### config.mk
export PLATFORM = sky130hd
export DESIGN_NAME = slp_seq_top
export DESIGN_NICKNAME = d
export VERILOG_FILES = /design/src/rtl/slp_seq_pkg.sv /design/src/rtl/slp_edge_watch.sv /design/src/rtl/slp_buzz_timer.sv /design/src/rtl/slp_settle_timer.sv /design/src/rtl/slp_seq_top.sv
export SDC_FILE = /design/constraint.sdc
export NUM_CORES = 1
export LEC_CHECK = 0
export ABC_AREA = 0
export BUFFER_PORTS_ARGS = -buffer_cell sky130_fd_sc_hd__buf_2
export CAP_MARGIN = 5
export CORE_ASPECT_RATIO = 0.6
export CORE_UTILIZATION = 50
export DETAILED_ROUTE_END_ITERATION = 12
export GPL_TIMING_DRIVEN = 1
export PLACE_DENSITY = 0.72
export SYNTH_ARGS = -nofsm -noshare
export SYNTH_HDL_FRONTEND = slang
export SYNTH_SLANG_ARGS = --single-unit
export TNS_END_PERCENT = 5
### constraint.sdc
create_clock -name clk -period 2.55 [get_ports clk]
set_clock_uncertainty 0.1 [all_clocks]
set_input_delay 0 -clock clk [delete_from_list [all_inputs] [get_ports clk]]
set_output_delay 0 -clock clk [all_outputs]
set_load 0.02 [all_outputs]
### src/rtl/slp_seq_pkg.sv
// Shared types for the sleep sequencer.
// Assumes: all users import the package; the period code width is fixed here.
package slp_seq_pkg;

    localparam int unsigned PERIOD_SEL_W = 2;

    // Sequencer phases from run through halt, sleep and settle.
    typedef enum logic [2:0] {
        ST_RUN    = 3'd0,
        ST_REQ    = 3'd1,
        ST_HALT   = 3'd2,
        ST_SLEEP  = 3'd3,
        ST_SETTLE = 3'd4
    } seq_state_t;

    // Sleep options captured at the accepted firmware write.
    typedef struct packed {
        logic [PERIOD_SEL_W-1:0] period_sel;
        logic                    keep_monitor;
        logic                    deep;
    } sleep_cfg_t;

endpackage

### src/rtl/slp_edge_watch.sv
// Detects a high-to-low transition of a level sampled on clk.
// Assumes: the level is already synchronous to clk.
module slp_edge_watch (
    input  logic clk,
    input  logic rst_n,
    input  logic lvl,
    output logic fall
);
    logic prev_q;

    // Remember last cycle's level.
    always_ff @(posedge clk) begin
        if (!rst_n) prev_q <= 1'b0;
        else        prev_q <= lvl;
    end

    assign fall = prev_q & ~lvl;
endmodule

### src/rtl/slp_buzz_timer.sv
// Counts low-speed ticks during sleep: a gap of 8^sel ticks, then a window
// of BUZZ_TICKS ticks with buzz high, repeating.
// Assumes: run is low outside sleep, which restarts the pattern in the gap.
module slp_buzz_timer #(
    parameter int unsigned SEL_W      = 2,
    parameter int unsigned STEP_LOG2  = 3,
    parameter int unsigned BUZZ_TICKS = 2
) (
    input  logic             clk,
    input  logic             rst_n,
    input  logic             run,
    input  logic             tick,
    input  logic [SEL_W-1:0] sel,
    output logic             buzz
);
    localparam int unsigned NSEL    = 1 << SEL_W;
    localparam int unsigned MAX_GAP = 1 << (STEP_LOG2 * (NSEL - 1));
    localparam int unsigned CNT_W   = $clog2(MAX_GAP + BUZZ_TICKS);
    localparam logic [CNT_W-1:0] BUZZ_LAST = CNT_W'(BUZZ_TICKS - 1);

    logic [CNT_W-1:0] gap_last [NSEL];
    logic [CNT_W-1:0] cnt_q;
    logic             buzz_q;

    // One gap limit per period code.
    for (genvar i = 0; i < NSEL; i++) begin : g_gap
        assign gap_last[i] = CNT_W'((1 << (STEP_LOG2 * i)) - 1);
    end

    // Advance the gap/buzz counter on each low-speed tick.
    always_ff @(posedge clk) begin
        if (!rst_n || !run) begin
            cnt_q  <= '0;
            buzz_q <= 1'b0;
        end else if (tick) begin
            if (!buzz_q) begin
                if (cnt_q == gap_last[sel]) begin
                    cnt_q  <= '0;
                    buzz_q <= 1'b1;
                end else begin
                    cnt_q <= cnt_q + 1'b1;
                end
            end else begin
                if (cnt_q == BUZZ_LAST) begin
                    cnt_q  <= '0;
                    buzz_q <= 1'b0;
                end else begin
                    cnt_q <= cnt_q + 1'b1;
                end
            end
        end
    end

    assign buzz = buzz_q;
endmodule

### src/rtl/slp_settle_timer.sv
// Counts TICKS low-speed ticks after wake-up. done pulses on the last one.
// Assumes: run stays high until done has been seen.
module slp_settle_timer #(
    parameter int unsigned TICKS = 16
) (
    input  logic clk,
    input  logic rst_n,
    input  logic run,
    input  logic tick,
    output logic done
);
    localparam int unsigned CW = (TICKS > 1) ? $clog2(TICKS) : 1;
    localparam logic [CW-1:0] LAST = CW'(TICKS - 1);

    logic [CW-1:0] cnt_q;

    // Count ticks while settling; clear otherwise.
    always_ff @(posedge clk) begin
        if (!rst_n || !run)  cnt_q <= '0;
        else if (tick)       cnt_q <= cnt_q + 1'b1;
    end

    assign done = run & tick & (cnt_q == LAST);
endmodule

### src/rtl/slp_seq_top.sv
// Sleep sequencer top.
// Orders the halt handshake before power-down and duty-cycles the monitors
// while asleep. Wake events and brown-outs bring the block back through a
// settle interval.
// Assumes: cpu_clk_in and slow_tick are synchronous to clk, and slow_tick is
// one cycle wide.
module slp_seq_top import slp_seq_pkg::*; #(
    parameter int unsigned STEP_LOG2    = 3,
    parameter int unsigned BUZZ_TICKS   = 2,
    parameter int unsigned SETTLE_TICKS = 16
) (
    input  logic                    clk,
    input  logic                    rst_n,
    input  logic                    sleep_wr,
    input  logic [PERIOD_SEL_W-1:0] period_sel,
    input  logic                    keep_monitor,
    input  logic                    deep_sel,
    input  logic                    cpu_clk_in,
    input  logic                    bus_ack,
    input  logic                    slow_tick,
    input  logic                    wake_evt,
    input  logic                    brownout,
    output logic                    bus_req,
    output logic                    sleep_bit,
    output logic                    pwr_down,
    output logic                    flash_en,
    output logic                    osc_en,
    output logic                    ref_en,
    output logic                    lso_en,
    output logic                    refresh_en,
    output logic                    svm_en,
    output logic                    lpvm_en,
    output logic                    rst_req
);
    seq_state_t state_q, state_d;
    sleep_cfg_t cfg_q;
    logic       sleep_q;
    logic       rst_q;
    logic       cpu_fall;
    logic       buzz;
    logic       settle_done;
    logic       in_sleep;
    logic       accept_wr;
    logic       bo_take;
    logic       wake_take;

    slp_edge_watch u_edge (
        .clk   (clk),
        .rst_n (rst_n),
        .lvl   (cpu_clk_in),
        .fall  (cpu_fall)
    );

    slp_buzz_timer #(
        .SEL_W      (PERIOD_SEL_W),
        .STEP_LOG2  (STEP_LOG2),
        .BUZZ_TICKS (BUZZ_TICKS)
    ) u_buzz (
        .clk   (clk),
        .rst_n (rst_n),
        .run   (in_sleep),
        .tick  (slow_tick),
        .sel   (cfg_q.period_sel),
        .buzz  (buzz)
    );

    slp_settle_timer #(
        .TICKS (SETTLE_TICKS)
    ) u_settle (
        .clk   (clk),
        .rst_n (rst_n),
        .run   (state_q == ST_SETTLE),
        .tick  (slow_tick),
        .done  (settle_done)
    );

    // Decode the events that move the sequencer.
    always_comb begin
        in_sleep  = (state_q == ST_SLEEP);
        accept_wr = (state_q == ST_RUN) && sleep_wr && !wake_evt;
        bo_take   = in_sleep && brownout && svm_en;
        wake_take = in_sleep && wake_evt;
    end

    // Next-state selection for the run/halt/sleep/settle cycle.
    always_comb begin
        state_d = state_q;
        case (state_q)
            ST_RUN:    if (accept_wr)            state_d = ST_REQ;
            ST_REQ:    if (bus_ack)              state_d = ST_HALT;
            ST_HALT:   if (cpu_fall)             state_d = ST_SLEEP;
            ST_SLEEP:  if (bo_take || wake_take) state_d = ST_SETTLE;
            ST_SETTLE: if (settle_done)          state_d = ST_RUN;
            default:                             state_d = ST_RUN;
        endcase
    end

    // State, captured options, sleep flag and reset-request registers.
    always_ff @(posedge clk) begin
        if (!rst_n) begin
            state_q <= ST_RUN;
            cfg_q   <= '0;
            sleep_q <= 1'b0;
            rst_q   <= 1'b0;
        end else begin
            state_q <= state_d;
            rst_q   <= bo_take;
            if (accept_wr) begin
                cfg_q   <= '{period_sel: period_sel,
                             keep_monitor: keep_monitor,
                             deep: deep_sel};
                sleep_q <= 1'b1;
            end else if (settle_done) begin
                sleep_q <= 1'b0;
            end
        end
    end

    // Output enables derived from the phase and the captured options.
    always_comb begin
        bus_req    = (state_q != ST_RUN);
        sleep_bit  = sleep_q;
        pwr_down   = in_sleep;
        flash_en   = !in_sleep;
        osc_en     = !in_sleep;
        ref_en     = !in_sleep;
        lso_en     = !(in_sleep && cfg_q.deep);
        lpvm_en    = in_sleep && cfg_q.deep;
        svm_en     = !in_sleep || (!cfg_q.deep && (cfg_q.keep_monitor || buzz));
        refresh_en = in_sleep && !cfg_q.deep && buzz;
        rst_req    = rst_q;
    end
endmodule

* Word level (Yosys, flattened, before mapping)
Cells that the tools add are included.
** Storage, ports and cells
- Bits of input ports :: 12
- Word-level logic and storage cells :: 71
- Memories kept :: 0
- Memory bits (read-only) :: 0
- Register bits :: 25
- RAM bits :: 0
- Latch bits :: 0
** Cells by class
- Multiply operators :: 0
- Divide/modulo/power cells :: 0
- Bitwise gates (word level) :: 5
- Reductions and logical operators :: 24
- Equal/unequal tests :: 12
- Multiplexer cells :: 17
- Add/subtract/negate cells :: 2
- Shifts and indexed selects :: 0
- Order comparisons :: 1
** Operators by type and width (number)
- 10-bit 2-to-1 mux :: 5
- 10-bit binary-select mux with 2-bit select :: 1
- 3-bit 2-to-1 mux :: 5
- 3-bit case mux with 5 select lines :: 1
- 10-bit by 1-bit adder with 10-bit output, second input constant :: 1
- 10-bit by 1-bit equality test with 1-bit output, second input constant :: 1
- 10-bit equality test :: 1
- 1-bit logical AND :: 9
- 2-bit inequality test, second input constant :: 4
- 3-bit by 2-bit equality test with 1-bit output, second input constant :: 2
- 1-bit logical NOT :: 6
- 1-bit logical OR :: 5
- 1-bit 2-to-1 mux :: 5
- 5-bit AND reduction :: 1
- 4-bit by 1-bit adder with 4-bit output, second input constant :: 1
- 4-bit equality test, second input constant :: 1
- 1-bit AND :: 3
- 3-bit by 1-bit equality test with 1-bit output, second input constant :: 1
- 3-bit equality test, second input constant :: 1
- 3-bit >= comparator, second input constant :: 1
- 3-bit logical NOT :: 1
- 2-bit NOT with 3-bit output :: 1
- 3-bit nonzero test :: 1
- 2-bit by 1-bit inequality test with 1-bit output, second input constant :: 1
- 2 further kinds :: 2

* Longest topological paths before layout
Gate-level depths: netlist (run 1).
- Depth in word-level cells :: 7
- Mapped depth :: 7
- Mapped depth without buffers :: 7

* By module
A second synthesis (run 1) with hierarchy kept.
** Second synthesis, totals
- Cell total of the unflattened synthesis :: 156
- Area, all modules :: 1377.6 µm²
** Modules (own cells, without submodules)
- slp_buzz_timer :: times used 1, area each 669.4 µm², cells each 81, seq. area each 220.2 µm²
- slp_seq_top :: times used 1, area each 480.5 µm², cells each 51, seq. area each 180.2 µm²
- slp_settle_timer :: times used 1, area each 191.4 µm², cells each 21, seq. area each 80.1 µm²
- slp_edge_watch :: times used 1, area each 36.3 µm², cells each 3, seq. area each 20.0 µm²

* Worst setup path before layout (run 1)
No wires, ideal clock.
- Kind :: register to register
- From :: register u_buzz.cnt_q[0]
- To :: register u_buzz.buzz_q (netlist: u_buzz.buzz)
- Clock period less this slack :: 1.889 ns
- Setup slack :: 0.661 ns
- Buffers on the path :: 0
- Required time :: 2.323 ns
- Data arrival time :: 1.661 ns
- Stages on the path, launching flop included :: 7
- Path through :: dfxtp_1 ha_1 or4b_2 nor4_1 nand2_1 a2bb2oi_1 nor2_1
** Between the ends
- Cells in the longest elaborated chain, start to end :: 3
- Elaborated cells on any way between the ends :: 5
- Classes of those cells :: 2 x eq/ne; 3 x mux
** RTL lines
- start, declared :: line slp_buzz_timer.sv:22 : logic [CNT_W-1:0] cnt_q;
- start signal, assigned :: line slp_buzz_timer.sv:41 : cnt_q <= cnt_q + 1'b1;
- start signal, assigned :: line slp_buzz_timer.sv:48 : cnt_q <= cnt_q + 1'b1;
- 10-bit equality test / 10-bit by 1-bit equality test with 1-bit output (equally long branches) :: line slp_buzz_timer.sv:37, slp_buzz_timer.sv:44
- 1-bit 2-to-1 mux (on tied branches) :: line slp_buzz_timer.sv:37, slp_buzz_timer.sv:44
- 1-bit 2-to-1 mux * :: line slp_buzz_timer.sv:36 : if (!buzz_q) begin
- end signal, assigned :: line slp_buzz_timer.sv:34 : buzz_q <= 1'b0;
- end signal, assigned :: line slp_buzz_timer.sv:39 : buzz_q <= 1'b1;
- end signal, assigned :: line slp_buzz_timer.sv:46 : buzz_q <= 1'b0;
- end, declared :: line slp_buzz_timer.sv:23 : logic buzz_q;
Mark *: on every way between the ends. The rest lies on a longest branch, timed or not.
A chain may end at the register's enable or synchronous reset.

* Worst setup path after layout (run 1)
- From :: register state_q[1]
- To :: register cfg_q[3] in the netlist's numbering
** Between the ends
- Cells in the longest elaborated chain, start to end :: 3
** RTL lines
- start, declared :: line slp_seq_top.sv:35 : seq_state_t state_q, state_d;
- start signal, assigned :: line slp_seq_top.sv:106 : state_q <= state_d;
- 3-bit logical NOT :: line slp_seq_top.sv:80 : accept_wr = (state_q == ST_RUN) && sleep_wr && !wake_evt;
- 1-bit logical AND (2 in a row) :: line slp_seq_top.sv:80
- end signal, assigned :: line slp_seq_top.sv:109 : cfg_q <= '{period_sel: period_sel,
- end, declared :: line slp_seq_top.sv:36 : sleep_cfg_t cfg_q;
No other way between the ends.

==> results of run 1 <==
power by group:
| group | internal [uW] | leakage, uW | switching [uW] |
|---|---|---|---|
| combinational | 110 | 0.000417 | 147 |
| clock | 112 | 0.0000228 | 120 |
| sequential | 415 | 0.000203 | 36.4 |
area by class of cell:
| type | instances | area (um^2) | share of cell area |
|---|---|---|---|
| repair buffers | 33 | 220.2 | 0.1356 |
| well taps | 32 | 40.04 | 0.02465 |
| flip-flops and latches | 25 | 500.5 | 0.3082 |
| multi-input cells | 121 | 777.0 | 0.4784 |
| inverters | 11 | 41.29 | 0.02542 |
| clock buffers | 4 | 45.04 | 0.02773 |
logic make-up after synthesis:
kind of cell | after synthesis | share of synthesized area
buf+inv | 19 | 0.05985
mux | 5 | 0.03683
simple gates | 82 | 0.3389
flops | 25 | 0.3683
compound gates | 26 | 0.1363
xor+xnor | 5 | 0.03223
fa+ha+maj | 3 | 0.02763
state kept, by name (all words and copies together), names as in the netlist:
register / count
rst_req: 1
cfg_q: 4
u_buzz.buzz: 1
u_settle.cnt_q: 4
u_buzz.cnt_q: 10
u_edge.prev_q: 1
state_q: 3
sleep_bit: 1
placed cells by master, fill, tap and decap left out, types with 2 or more instances in the layout:
cell,n
nor2_1,11
o21ai_0,5
nor3_1,4
nor3b_1,3
nand3_1,5
dlygate4sd3_1,11
o211ai_1,2
nand4_1,7
nand2b_1,3
nand4b_1,2
a21oi_1,6
clkbuf_8,3
ha_1,3
nor2b_1,5
dfxtp_1,25
xor2_1,4
nor4_1,4
mux2i_1,5
nand2_1,21
buf_2,22
inv_1,10
and2_1,3
and3_1,2
or3_1,4
cell usage after synthesis (2+ instances only):
library cell   n
nor4_1         4
nor3b_1        3
o21ai_0        5
clkbuf_1       3
nand4_1        7
nand3_1        5
a21oi_1        6
and3_1         2
dfxtp_1       25
nor3_1         4
and2_1         3
nor2b_1        5
xor2_1         4
buf_2          2
nand2b_1       3
mux2i_1        5
buf_4          2
or3_1          4
nor2_1        11
ha_1           3
inv_1         10
o211ai_1       2
nand4b_1       2
nand2_1       21
per-stage QoR:
stage	power [uW]	cells	area, um^2
after floorplan	627.9	165	1359
after global placement	679.8	211	1469
after detailed placement	693.3	211	1469
after CTS	938.3	226	1624
after global routing	989.8	226	1624
final	940.2	226	1624
routing by layer:
| layer | global-route usage | share of wire | vias up |
|---|---|---|---|
| met5 | 0 | 0 | - |
| met4 | 0.03673 | 0.0044 | 0 |
| met3 | 0.05048 | 0.049 | 2 |
| met2 | 0.3573 | 0.45 | 39 |
| met1 | 0.3244 | 0.49 | 610 |
| li1 | - | - | 644 |
critical path, delay by kind of cell, from the launching register on:
family                 cells  cell delay (ps)
and+or+nand+nor            3              720
muxes                      1              250
buffers and inverters      1              560
DFF                        1              390
repair_timing:
action                                 CTS  global route
buffers inserted                         0             0
hold buffers                            11             0
resized for setup                        0             0
endpoints found under the hold margin    9             0
path summary, 6_finish.rpt:
kind                            startpoint  slack, ps  cells after the start              end
worst min register to register   sleep_bit        400                      2        sleep_bit
worst max-delay path            state_q[1]        410                      5         cfg_q[3]
worst min-delay path             slow_tick         30                      3  u_buzz.cnt_q[3]
worst max register to register  state_q[1]        410                      5         cfg_q[3]
==> results by group, run 1 <==
Cells and area
  – Final nets: between 200 and 250
  – Fill cells: 228
  – Layout Area Growth over Synthesis: 19.52%
  – Ant. Diodes: 0
  – Final Core Density: 0.6394
  – Layout cells sized above 1: 0.1598

Synth
  – Post-synth ARST share: 0
  – Syn_area_per_cell: a little over 8 um^2
  – EDFF count, synth: 0
  – Post-synthesis sequential area ratio: 0.3683
  – Post-synthesis cell type count: 48
  – Synth top area share: 0.3683
  – Syn nets: 180
  – Yosys reg bits: 25
  – Cells after Synth: about 170
  – Ys Warns: 0
  – Synth area leaders: dfxtp_1 37%, nand2_1 5.8%, mux2i_1 3.7%
  – Dominant cell type by area after synthesis: dfxtp_1
  – Top_reg_cell synth: dfxtp_1
  – Post-Syn Area: about 1400 um^2

Worst setup path
  – CP arrival: between 2000 and 2500 ps
  – WS Path Type: flip-flop to flip-flop
  – CP endpoint kind: flip-flop
  – CP Cell Sequence: nor3_1 > nand3_1 > mux2i_1 > nor2b_1 > dlygate4sd3_1
  – Crit path required time: 2600 ps
  – Worst-path fanout max: 8
  – Slowest-stage cell, CP: dlygate4sd3_1
  – Startpoint types: flip-flop
  – Worst stage delay on the critical path: around 560 ps

Floorplan
  – Core region area: approximately 2500 um^2
  – # IOs: 23
  – Die Y-Extent: ~42 um
  – Initial Util: 0.5350
  – DIE AREA: 2937 um^2
  – Die Wd: 69.30 um
  – Site Rows: 14

Clocking
  – CTS Buf Count: 3
  – TritonCTS clock tree: built
  – Number of H-tree levels: 1
  – CTS Buffer Depth: 2
  – Clk_lat worst skew: between 200 and 300 ps
  – Clock-pin slew on the worst setup and hold paths: 90 ps
  – Clock Sinks: 25
  – Clock root buffer: clkbuf_8

Pwr
  – Power per Cell Area: roughly 580 nW/um^2
  – Maximum resistive drop on vdd: ~0.39 mV
  – Leakage power: 0.0006423 uW

Route
  – DR DRC count: 0
  – Final antenna-violating net count: 0
  – Starting DRC count in detailed routing: between 100 and 150
  – First-pass DRT Iterations: 4
  – Vias per cell: 5.730
  – Routed wire length: around 3.2 mm
  – Via Count: 1295
  – Drt wl/cell: 13.97 um

Timing
  – Slew margin rel.: 0.6576
  – F_max: roughly 470 MHz
  – Final slew viol count: 0
  – Tmin final: around 2100 ps
  – Unrepaired setup endpoints after global routing: false
  – Finish-stage setup viols: 0
  – Worst-margin pin slew: 512.5 ps
  – Worst hold slack: 27.95 ps
  – Slack of the critical path: 409.6 ps
  – Final Cycle Share: 0.8394
  – Final Hold Fails: 0
  – TNS Setup: 0 ps

GRT
  – Total GRT Usage: 0.2270
  – Vias in the first global route: ~1100
  – Global-route wire length before repair: roughly 5.2 mm
  – Initial antenna violation count: 0
  – Global route total overflow: 0
  – Largest net degree at the start of global routing: 15

Placement
  – Dpl ws: roughly 500 ps
  – HPWL after DPL: approximately 2.4 mm
  – Port bufs: 22
  – RePlAce Congestion: slightly above 0.9

Run
  – Max-Cap Viols: 0

Run status
  – Run status: completed

Min path
  – Hold Path Class: input pin to flip-flop
Note: power is estimated with default switching activity, not from simulation.
==> run 2, diff against run 1 <==
- ABC_AREA: 0 -> 1
- clock period: 2.55 -> 2.1 ns (I/O delays scaled with it)
==> run 2 against run 1 <==
Net effect: global-route usage fell by 0.77 points; non-clock buffer count rose by 1; worst hold slack barely moved; clock-buffer cell count did not move; power rose by 42%; sequential cell count did not move; sequential share of layout area fell by 2.9 points; largest power group unchanged; clock power rose by 21%; maximum frequency rose by 9.3%; die area rose by 11%; cell count rose by 34%; critical endpoint is now cfg_q[1].
==> results by group, run 2 <==
Timing
  – Finish-stage setup viols: 0 (unchanged)
  – Final Hold Fails: 0 (unchanged)
  – F_max: 510.7 MHz (+9.3%)
  – Tmin final: 1958 ps (-182.5 ps)
  – Final Cycle Share: 0.9323 (+0.09297)
  – TNS Setup: 0 ps (unchanged)
  – Slew margin rel.: 0.7581 (+0.1005)
  – Worst-margin pin slew: 362.5 ps (-150.0 ps)
  – Final slew viol count: 0 (unchanged)
  – Worst hold slack: 27.67 ps (-0.2792 ps)
  – Unrepaired setup endpoints after global routing: false

Route
  – Starting DRC count in detailed routing: 114 (+12%)
  – Final antenna-violating net count: 0 (unchanged)
  – DR DRC count: 0 (unchanged)
  – First-pass DRT Iterations: 4 (unchanged)
  – Via Count: 1466 (+13%)
  – Routed wire length: 3.385 mm (+7.2%)
  – Vias per cell: 4.838 (-16%)
  – Drt wl/cell: 11.17 um (-20%)

Floorplan
  – Core region area: 2872 um^2 (+13%)
  – DIE AREA: 3246 um^2 (+11%)
  – Die Y-Extent: 44.54 um (+5.1%)
  – Initial Util: 0.5251 (-0.009921)
  – Site Rows: 15 (+1)
  – Die Wd: 72.89 um (+5.2%)
  – # IOs: 23 (unchanged)

Run status
  – Run status: completed

Run
  – Max-Cap Viols: 0 (unchanged)

Synth
  – Post-synthesis cell type count: 30 (-38%)
  – Post-Syn Area: 1508 um^2 (+11%)
  – Post-synth ARST share: 0 (unchanged)
  – Top_reg_cell synth: dfxtp_1
  – Post-synthesis sequential area ratio: 0.3320 (-0.03637)
  – Yosys reg bits: 25 (unchanged)
  – Synth area leaders: dfxtp_1 33%, nand2_1 15%, nor2_1 7.5%
  – Syn_area_per_cell: 6.555 um^2 (-20%)
  – Cells after Synth: 230 (+39%)
  – Dominant cell type by area after synthesis: dfxtp_1
  – Synth top area share: 0.3320 (-0.03637)
  – Syn nets: 245 (+36%)
  – Top post-synthesis cells by count: 61 x nand2_1, 30 x nor2_1, 27 x inv_1, 25 x dfxtp_1, 18 x nand3_1
  – EDFF count, synth: 0 (unchanged)
  – Top-count cell post-synth: nand2_1
  – Ys Warns: 0 (unchanged)

Clocking
  – Clock-pin slew on the worst setup and hold paths: 80 ps (about the same)
  – Number of H-tree levels: 1 (unchanged)
  – CTS Buffer Depth: 2 (unchanged)
  – Clock Sinks: 25 (unchanged)
  – Clock root buffer: clkbuf_8
  – Clk_lat worst skew: 260 ps (about the same)
  – CTS Buf Count: 3 (unchanged)
  – TritonCTS clock tree: built

Pwr
  – Power per Cell Area: 744.9 nW/um^2 (+29%)
  – Leakage power: 0.0007237 uW (+13%)
  – Maximum resistive drop on vdd: 0.4401 mV (+14%)

Placement
  – HPWL after DPL: 2.529 mm (+7.5%)
  – Port bufs: 22 (unchanged)
  – RePlAce Congestion: 0.8414 (-8.2%)
  – Placed Cells: 287 (+36%)

Min path
  – Hold Path Class: input pin to flip-flop
  – Hold path startpoint: rst_n
  – Worst hold path stage count: 3 (unchanged)
  – Worst hold endpoint: state_q[0]

Cells and area
  – Max FFs per register: 10 (unchanged)
  – Most frequent cells in the layout: 61 x nand2_1, 29 x nor2_1, 27 x inv_1
  – Final nets: 277 (+32%)
  – Biggest register: u_buzz.cnt_q
  – Ant. Diodes: 0 (unchanged)
  – Fill cells: 274 (+20%)
  – Most common cell after layout, fill and taps aside: nand2_1
  – Layout cells sized above 1: 0.1916 (+0.03178)
  – Final cell count without fillers: 303 (+34%)
  – Biggest regs: u_buzz.cnt_q x10, cfg_q x4, u_settle.cnt_q x4
  – Layout Area Growth over Synthesis: 19.00%

Worst setup path
  – R2R Setup Slk: 140 ps (-270 ps)
  – R2R depth: 7 (+2)
  – Reg2reg start: state_q[2]
  – CP endpoint kind: flip-flop
  – WS Path Type: flip-flop to flip-flop
  – Worst-path fanout max: 6 (-2)
  – Startpoint types: flip-flop
  – Reg-to-reg endpoint: cfg_q[1]
  – CP arrival: 2010 ps (-180 ps)
  – Crit path required time: 2150 ps (-450 ps)

GRT
  – Global-route wire length before repair: 5.271 mm (+0.78%)
  – Global route total overflow: 0 (unchanged)
  – Vias in the first global route: 1155 (+2.2%)
  – Initial antenna violation count: 0 (unchanged)
  – Total GRT Usage: 0.2192 (-0.007716)
  – Largest net degree at the start of global routing: 14 (-1)
==> run 2: cell count changes after synthesis, moves of 5 or more <==
cell,before,now
nor2_1,11,30
inv_1,10,27
a21oi_2,0,9
nand2_2,0,5
nand2_1,21,61
mux2i_1,5,0
nor2b_1,5,0
nand3_1,5,18
==> run 2: repair_timing <==
action                     CTS  global route
hold buffers                12             0
hold endpoints to repair    10             0
gates resized for setup      0             1
setup endpoints to repair    0             4
setup buffers                0             0
==> run 2: layout make-up <==
class                           count  area, um^2  area share
Inverter                           30       112.6     0.06276
Multi-Input combinational cell    168       853.3      0.4756
Clock buffer                        4       45.04     0.02510
Sequential cell                    25       500.5      0.2789
Tap cell                           42       52.55     0.02929
Timing Repair Buffer               34       230.2      0.1283
==> run 2: kinds of logic (layout without fill, tap and decap cells) <==
| family | Yosys count | after routing | synth area share |
|---|---|---|---|
| adders and majority gates | 3 | 3 | 0.02490 |
| xor gates and xnor gates | 3 | 3 | 0.01743 |
| AOI/OAI and AO/OA | 30 | 30 | 0.1261 |
| and+or+nand+nor | 132 | 132 | 0.3959 |
| DFF | 25 | 25 | 0.3320 |
| buffers and inverters | 37 | 68 | 0.1037 |
==> run 2: critical path: stages, from the launching register on <==
cell,delay (ps)
dfxtp_1,380
nor2_2,230
nand2_1,110
nor2_2,150
inv_1,150
nor2_1,110
nor2_1,50
dlygate4sd3_1,560
==> run 2: worst max path at each step <==
stage / from / to / slack, ps / depth (start not counted)
floorplan: state_q[1] / lso_en / 530 / 5
global placement: u_buzz.cnt_q[2] / u_buzz.cnt_q[9] / 590 / 5
detailed placement: u_buzz.cnt_q[0] / u_buzz.cnt_q[8] / 550 / 9
CTS: state_q[2] / cfg_q[0] / 90 / 7
global route: state_q[2] / cfg_q[2] / 7 / 7
finish: state_q[2] / cfg_q[1] / 140 / 7
==> run 2: layer usage <==
layer | wire length, um | up-vias | global-route usage | share of wire
met1 | 1818 | 629 | 0.3439 | 0.54
met2 | 1303 | 47 | 0.3065 | 0.38
met5 | 0 | - | 0 | 0
li1 | - | 788 | - | -
met4 | 14 | 0 | 0.03137 | 0.0041
met3 | 248 | 2 | 0.04784 | 0.073
==> run 2: power by group <==
part	internal, uW	switching [uW]	total [uW]
clock	136	146	281
sequential	520	54.4	575
combinational	171	310	480
total	826	510	1340
==> run 2: through the flow <==
step | cell area (um^2) | setup WS, ps | util | power [uW]
3_3_place_gp | 1627 | 592.5 | 0.5664 | 1022
4_1_cts | 1792 | 89.02 | 0.6240 | 1332
6_report | 1794 | 142.1 | 0.6248 | 1337
2_1_floorplan | 1508 | 525.3 | - | 913.8
5_1_grt | 1794 | 7.366 | 0.6248 | 1442
3_5_place_dp | 1627 | 549.5 | 0.5664 | 1020
==> run 3, diff against run 2 <==
- PLACE_DENSITY: 0.72 -> 0.78
==> run 3 against run 2 <==
Net effect: cell count unchanged; largest power group unchanged; power rose by 1.4%; first-iteration DRC count shrank 40%; critical path type unchanged.
==> results by group, run 3 (synthesized netlist as in run 2, its figures left out) <==
Placement
  – Port bufs: 22 (unchanged)
  – HPWL after DPL: 2.526 mm (-0.13%)
  – RePlAce Congestion: 0.9155 (+8.8%)
  – Placed Cells: 287 (unchanged)

Floorplan
  – Core region area: 2872 um^2 (unchanged)
  – Die Y-Extent: 44.54 um (unchanged)
  – # IOs: 23 (unchanged)
  – Site Rows: 15 (unchanged)
  – Initial Util: 0.5251 (unchanged)
  – DIE AREA: 3246 um^2 (unchanged)
  – Die Wd: 72.89 um (unchanged)

Pwr
  – Maximum resistive drop on vdd: 0.5779 mV (+31%)
  – Power Total: 1355 uW (+1.4%)
  – Leakage power: 0.0007254 uW (+0.24%)
  – Power per Cell Area: 753.4 nW/um^2 (+1.1%)

GRT
  – Vias in the first global route: 1243 (+7.6%)
  – Total GRT Usage: 0.2347 (+0.01541)
  – M3 GR Usage: 0.06606 (+0.01822)
  – Largest net degree at the start of global routing: 14 (unchanged)
  – Initial antenna violation count: 0 (unchanged)
  – Global route total overflow: 0 (unchanged)
  – GR peak layer: met1
  – M2 GR Usage: 0.3252 (+0.01869)
  – M1 GR Usage: 0.3489 (+0.004978)
  – Global-route wire length before repair: 5.678 mm (+7.7%)

Worst setup path
  – CP arrival: 2000 ps (about the same)
  – CP endpoint kind: flip-flop
  – Slowest-stage cell, CP: dlygate4sd3_1
  – WS Path Type: flip-flop to flip-flop
  – CP Cell Sequence: nor2_4 > nand2_1 > nor2_2 > inv_1 > o21ai_1 > dlygate4sd3_1 > a21oi_1
  – Worst-path fanout max: 6 (unchanged)
  – Crit path required time: 2170 ps (+20 ps)
  – Worst stage delay on the critical path: 570 ps (about the same)
  – R2R depth: 7 (unchanged)
  – Startpoint types: flip-flop

Cells and area
  – Fill cells: 276 (+0.73%)
  – Biggest regs: u_buzz.cnt_q x10, cfg_q x4, u_settle.cnt_q x4
  – Most common cell after layout, fill and taps aside: nand2_1
  – Layout Area Growth over Synthesis: 19.34%
  – Final cell count without fillers: 303 (unchanged)
  – Biggest register: u_buzz.cnt_q
  – Ant. Diodes: 0 (unchanged)
  – Final nets: 277 (unchanged)
  – Max FFs per register: 10 (unchanged)
  – Layout cells sized above 1: 0.1916 (unchanged)
  – Most frequent cells in the layout: 61 x nand2_1, 29 x nor2_1, 27 x inv_1

Timing
  – Final slew viol count: 0 (unchanged)
  – Unrepaired setup endpoints after global routing: false
  – Slew margin rel.: 0.7607 (+0.002574)
  – Worst hold slack: 16.51 ps (-11.16 ps)
  – Worst-margin pin slew: 358.6 ps (-3.857 ps)
  – Final Cycle Share: 0.9189 (-0.01344)
  – F_max: 518.2 MHz (+1.5%)
  – TNS Setup: 0 ps (unchanged)
  – Finish-stage setup viols: 0 (unchanged)
  – Final Hold Fails: 0 (unchanged)
  – Tmin final: 1930 ps (-28.22 ps)

Run
  – Max-Cap Viols: 0 (unchanged)

Route
  – First-pass DRT Iterations: 4 (unchanged)
  – Vias per cell: 5.023 (+3.8%)
  – Final antenna-violating net count: 0 (unchanged)
  – Starting DRC count in detailed routing: 68 (-40%)
  – Drt wl/cell: 11.73 um (+5.0%)
  – DR DRC count: 0 (unchanged)
  – Via Count: 1522 (+3.8%)
  – Routed wire length: 3.554 mm (+5.0%)

Clocking
  – CTS Buffer Depth: 2 (unchanged)
  – Clock-pin slew on the worst setup and hold paths: 90 ps (about the same)
  – Clock root buffer: clkbuf_8
  – TritonCTS clock tree: built
  – CTS Buf Count: 3 (unchanged)
  – Clock Sinks: 25 (unchanged)
  – Clk_lat worst skew: 270 ps (about the same)
  – Number of H-tree levels: 1 (unchanged)

Min path
  – Hold Path Class: input pin to flip-flop
  – Worst hold path stage count: 3 (unchanged)

Run status
  – Run status: completed
## run 3: path summary, 6_finish.rpt
path	startpoint	end	slack [ps]
hold reg to reg	sleep_bit	sleep_bit	370
hold / removal	rst_n	u_settle.cnt_q[1]	20
setup / recovery	state_q[2]	cfg_q[0]	170
setup reg to reg	state_q[2]	cfg_q[0]	170
## run 3: stage by stage
step	utilization	cell area [um^2]	setup WS, ps
after floorplan	-	1508	525.3
after global placement	0.5664	1627	570.8
after detailed placement	0.5664	1627	537.3
after CTS	0.6240	1792	96.60
after global routing	0.6266	1799	32.81
final	0.6266	1799	170.3
## run 3: cell type report
cell class                      instances  area (um^2)  area share
Clock buffer                            4        45.04     0.02503
Tap cell                               42        52.55     0.02921
Multi-Input combinational cell        168        858.3      0.4771
Timing Repair Buffer                   34        230.2      0.1280
Inverter                               30        112.6     0.06259
Sequential cell                        25        500.5      0.2782
## run 3: critical path, delay by kind of cell, from the launching register on
| kind | cells | cell delay (ps) |
|---|---|---|
| and+or+nand+nor | 3 | 420 |
| AOI/OAI and AO/OA | 2 | 200 |
| DFF | 1 | 390 |
| buffers and inverters | 2 | 710 |
## run 3: repair_timing
item,4_1_cts,5_1_grt
setup endpoints to repair,0,4
hold endpoints to repair,10,0
hold buffers,12,0
buffers inserted,0,0
resized for setup,0,2
## run 3: power by group
part / internal [uW] / total, uW / switching [uW] / leakage, uW
registers: 520 / 585 / 64.5 / 0.000203
logic: 175 / 482 / 306 / 0.000500
clock network: 136 / 289 / 153 / 0.0000228
total: 831 / 1360 / 524 / 0.000725
## run 3: layer usage
| layer | routed length (um) | up-vias |
|---|---|---|
| met3 | 247 | 2 |
| met5 | 0 | - |
| met4 | 23 | 0 |
| li1 | - | 788 |
| met1 | 1824 | 685 |
| met2 | 1458 | 47 |
